==> src/rtl/gop_type_seq.sv <==
module gop_type_seq #(
  parameter int LEN_W   = 10,
  parameter int B_W     = 3,
  parameter int MAX_LEN = 1000,
  parameter int MAX_B   = 4
) (
  input  logic             clk,
  input  logic             rst_n,
  input  logic             frame_start,
  input  logic             idr_req,
  input  logic [LEN_W-1:0] cfg_gop_len,
  input  logic [B_W-1:0]   cfg_num_b,
  input  logic [1:0]       cfg_mode,
  input  logic [LEN_W-1:0] cfg_idr_period,
  output logic             ftype_valid,
  output logic [1:0]       ftype,
  output logic             gop_start,
  output logic             cfg_invalid
);
  localparam logic [LEN_W-1:0] LIM_L = LEN_W'(MAX_LEN);
  localparam logic [B_W-1:0]   LIM_B = B_W'(MAX_B);
  localparam logic [LEN_W-1:0] ONE_L = LEN_W'(1);
  localparam logic [1:0] T_IDR = 2'd0, T_I = 2'd1, T_P = 2'd2, T_B = 2'd3;

  logic [LEN_W-1:0] a_len, a_per, pos, icnt;
  logic [B_W-1:0]   a_nb, sub, nb_new;
  logic [1:0]       a_mode, kind;
  logic             first, pend, div_ok;
  logic             per_hit, take_idr, wrap, gstart, adopt;

  always_comb begin
    div_ok = 1'b0;
    for (int k = 0; k <= MAX_B; k++)
      if (cfg_num_b == B_W'(k))
        div_ok = ((32'(cfg_gop_len) % (k + 1)) == 0);
  end

  assign cfg_invalid = (cfg_num_b > LIM_B) || (cfg_gop_len > LIM_L) ||
                       (cfg_idr_period > LIM_L) ||
                       ((cfg_gop_len > ONE_L) && !div_ok);

  assign per_hit  = (a_per != '0) && (icnt == a_per);
  assign take_idr = first | idr_req | pend | per_hit;
  assign wrap     = (a_len <= ONE_L) | (pos == a_len);
  assign gstart   = take_idr | wrap;
  assign adopt    = gstart & ~cfg_invalid;
  assign nb_new   = adopt ? cfg_num_b : a_nb;

  always_comb begin
    if (take_idr)  kind = T_IDR;
    else if (wrap) kind = T_I;
    else begin
      case (a_mode)
        2'd0:    kind = (sub == '0) ? T_P : T_B;
        2'd2:    kind = T_P;
        default: kind = T_B;
      endcase
    end
  end

  always_ff @(posedge clk) begin
    if (!rst_n) begin
      a_len <= '0; a_per <= '0; a_nb <= '0; a_mode <= 2'd0;
      pos <= '0; sub <= '0; icnt <= '0;
      first <= 1'b1; pend <= 1'b0;
      ftype_valid <= 1'b0; ftype <= T_IDR; gop_start <= 1'b0;
    end else begin
      ftype_valid <= frame_start;
      gop_start   <= frame_start & gstart;
      if (frame_start) begin
        ftype <= kind;
        first <= 1'b0;
        pend  <= 1'b0;
        if (adopt) begin
          a_len <= cfg_gop_len; a_per <= cfg_idr_period;
          a_nb <= cfg_num_b; a_mode <= cfg_mode;
        end
        if (gstart) begin
          pos <= ONE_L;
          sub <= (nb_new == '0) ? '0 : B_W'(1);
        end else begin
          pos <= pos + ONE_L;
          sub <= (sub == a_nb) ? '0 : sub + B_W'(1);
        end
        if (take_idr)        icnt <= ONE_L;
        else if (icnt != '1) icnt <= icnt + ONE_L;
      end else if (idr_req) begin
        pend <= 1'b1;
      end
    end
  end
endmodule

==> config.mk <==
export PLATFORM = sky130hd
export DESIGN_NAME = gop_type_seq
export DESIGN_NICKNAME = d
export VERILOG_FILES = /design/src/rtl/gop_type_seq.sv
export SDC_FILE = /design/constraint.sdc
export NUM_CORES = 1
export LEC_CHECK = 0
export BUFFER_PORTS_ARGS = -buffer_cell sky130_fd_sc_hd__buf_2
export CAP_MARGIN = 20
export CORE_UTILIZATION = 30
export CTS_CLUSTER_DIAMETER = 80
export DETAILED_ROUTE_END_ITERATION = 6
export PLACE_DENSITY = 0.43
export SYNTH_ARGS = -nofsm -noshare
export SYNTH_HDL_FRONTEND = slang
export SYNTH_SLANG_ARGS = --single-unit
==> constraint.sdc <==
create_clock -name clk -period 21.2 [get_ports clk]
set_input_delay 3.18 -clock clk [delete_from_list [all_inputs] [get_ports clk]]
set_output_delay 3.18 -clock clk [all_outputs]
set_load 0.005 [all_outputs]
==> results.md <==
- Mapped Avg Cell Area: 7.453 sq um
- Commonest non-fill, non-tap cell in the layout: nand2_1
- Initial DRC Count: 479
- Max-Cap Viols: 0
- Status: complete, no violations
- CTS Buf Count: 5
- Post-detailed-route via-to-cell ratio: 5.830
- Critical Path Source Type: input port
- Starting density of the core: 30.56%
- Die Area: 22830 sq um
- Main synth FF type: dfxtp_1
- Top post-synthesis cells by area: dfxtp_1 16%, xor2_1 5.4%, nand2_1 5.2%, nand3_2 4.2%, nor2_1 4.1%
- I/O Buffers: 33
- Register area: 1081 sq um
- Worst setup margin: 7.257 ns
- Worst Setup SP: cfg_gop_len[7]
- I/O pins: 34
- Pre-CTS setup slack: 7.391 ns
- Area of the multi-input gates: 5139 sq um
- Core region area: 21820 sq um
- Setup TNS: 0 ns
- #FFs+latches synth: 54
- Min Hold Slack: 0.4652 ns
- Worst vdd ir: 0.00003252 V
- Tot GR Track Use: 18.83%
- Max stage delay cell, worst path: a211oi_1
- # hold bufs at CTS: 0
- Drt drc: 0
- TritonCTS clock tree: yes
- Hold Vio Cnt, Final: 0
- Slew HR: 39.74%
- Worst slew pin tran: 0.8978 ns
- Area leader, netlist: dfxtp_1
- Vias in the first global route: 6254
- Final Setup Violations: 0
- Crit Reg-Reg Endpoint: a_mode[0]
- Slew Limit Fails: 0
- Post-route ant nets: 0
- Worst-Skew Late Latency: 0.29 ns
- Initial DRT Pass Iterations: 5
- GPL Wtd Cong: 0.8544
- Fin crit share: 65.77%
- Vias: 6763
- Final Skew: 0.006332 ns
- Yosys top cell area share: 16.21%
- RSZ-0062 raised after global routing: no
- Final nets: 920
- Synth Net Count: 936
- Worst-path maximum fanout: 30
- Diode count: 0
- First-pass GRT wire length: 34160 um
- Root Buffer: clkbuf_16
- Synth warnings: 0
- Chip width: 151.1 um
- Worst R2R Start: a_len[5]
- Hold endpoint: a_mode[0]
- Cell Pwr Density: 60.23 nW/um^2
- Worst Min Path Start: a_mode[0]
- CTS resizes: 0
- Reg clk slew, reported paths: 0.07 ns
- Crit path kind: input port to primary output
- Achievable frequency: 71.72 MHz
- WL per Instance: 18.37 um
- Synth unique cells: 102
- Post-layout util: 32.04%
- FFs w/ async S/R, synth: 0%
- Leakage: 2.560 nW
- Largest stage delay, worst path: 0.59 ns
- Deepest clock path buffer count: 2
- Hold WC Path Type: flip-flop to flip-flop
- H-Tree Depth: 2
- CP required: 18.02 ns
- Setup Buffers After CTS: 0
- Cell area after synthesis: 6670 sq um
- Crit path DAT: 10.76 ns
- Hold depth: 2
- Share of cells above drive strength 1: 16.70%
- Clock Sinks: 54
- Post-DP HPWL: 15990 um
- Post-synthesis sequential area ratio: 16.21%
- Post-route minimum period: 13.94 ns
- WL final: 21310 um
- GR Overflow Total: 0
- R2r setup slk: 18.27 ns
- CP endpoint kind: primary output
- R2R cell count: 9
- Post-Syn Instances: 895
- # rows: 54
- Fin area: 6992 sq um
- Initial antenna violation count: 0
- Fillers: 2357
- Syn-to-layout area delta: 4.821%
- Largest net degree at the start of global routing: 59
- Placed Area: 6844 sq um
- Die height: 151.1 um
- Most frequent cells in the layout: 93 x nand2_1, 73 x nor2_1, 54 x dfxtp_1
- Number of synthesized flops with an enable pin: 0
==> cell usage after synthesis, types with 6 or more instances <==
| cell | number |
|---|---|
| or3_1 | 10 |
| nor4_1 | 10 |
| o211ai_1 | 14 |
| o21ai_2 | 28 |
| inv_1 | 21 |
| a211oi_1 | 11 |
| nor3_1 | 28 |
| buf_4 | 10 |
| buf_2 | 14 |
| o21a_1 | 7 |
| nand4_1 | 15 |
| nor2b_1 | 6 |
| o221ai_1 | 6 |
| or2_2 | 7 |
| o21ai_1 | 8 |
| nand3_2 | 28 |
| dfxtp_1 | 54 |
| and3_1 | 17 |
| a31oi_1 | 12 |
| mux2i_1 | 7 |
| ha_1 | 12 |
| and2_1 | 10 |
| xor2_1 | 41 |
| o31ai_1 | 12 |
| nand3_1 | 28 |
| a211o_1 | 9 |
| o21ai_0 | 36 |
| clkbuf_1 | 21 |
| buf_6 | 11 |
| xnor2_1 | 15 |
| nor2_1 | 73 |
| nand2_1 | 93 |
| nand2b_1 | 15 |
| a21oi_1 | 52 |
==> routing by layer <==
layer  wire [um]  vias to the layer above  global-route usage [%]
li1            -                     3358                       -
met1       10030                     3198                   25.23
met2       10180                      181                   32.66
met3         772                       26                   1.205
met4         325                        0                   4.550
met5           0                        -                       0
==> area by class of cell <==
type	count	share of cell area [%]
clock inverter	1	0.07158
clock buffer	7	2.040
inverter	25	1.342
multi-input combinational	758	73.50
sequential	54	15.46
tap	280	5.011
timing repair buffer	35	2.577
==> state kept, by name (all words and copies together) (netlist names), 2 cells and up <==
register,flops
a_len,10
a_mode,2
a_nb,3
a_per,10
ftype,2
icnt,10
pos,10
sub,3
==> cell families after synthesis <==
kind of cell	synth area share, %
AND/OR/NAND/NOR	32.04
AO/OA/AOI/OAI	33.67
buffers and inverters	6.753
XOR/XNOR	7.353
flip-flops	16.21
adder cells (fa/ha/maj)	2.251
multiplexers	1.726
==> power breakdown <==
group	internal, mW	total [mW]	switching [mW]
sequential	0.104	0.107	0.00279
combinational	0.0793	0.231	0.152
clock	0.0469	0.0825	0.0356
total	0.231	0.421	0.190
==> through the flow <==
stage	cells	total power, mW
6_report	1160	0.4211
5_1_grt	1160	0.4515
4_1_cts	1160	0.4218
3_5_place_dp	1152	0.3363
3_3_place_gp	1152	0.3412
2_1_floorplan	895	0.2890
==> worst max-delay path, delay by kind of cell <==
kind                     cells  cell delay (ns)
AND/OR/NAND/NOR             14             2.91
AO/OA/AOI/OAI                8             1.92
adder cells (fa/ha/maj)      3             0.87
buffers and inverters        4             0.82
XOR/XNOR                     3             0.76
multiplexers                 1             0.29
==> how the worst max path moves through the flow <==
stage                   to  slack, ns  depth (start not counted)
6_report       cfg_invalid       7.26                         33
5_1_grt        cfg_invalid       6.48                         32
4_1_cts        cfg_invalid       7.36                         32
3_5_place_dp   cfg_invalid       7.39                         32
3_3_place_gp   cfg_invalid       7.54                         32
2_1_floorplan  cfg_invalid       8.94                         32
Power figures use the tool's default switching activity.
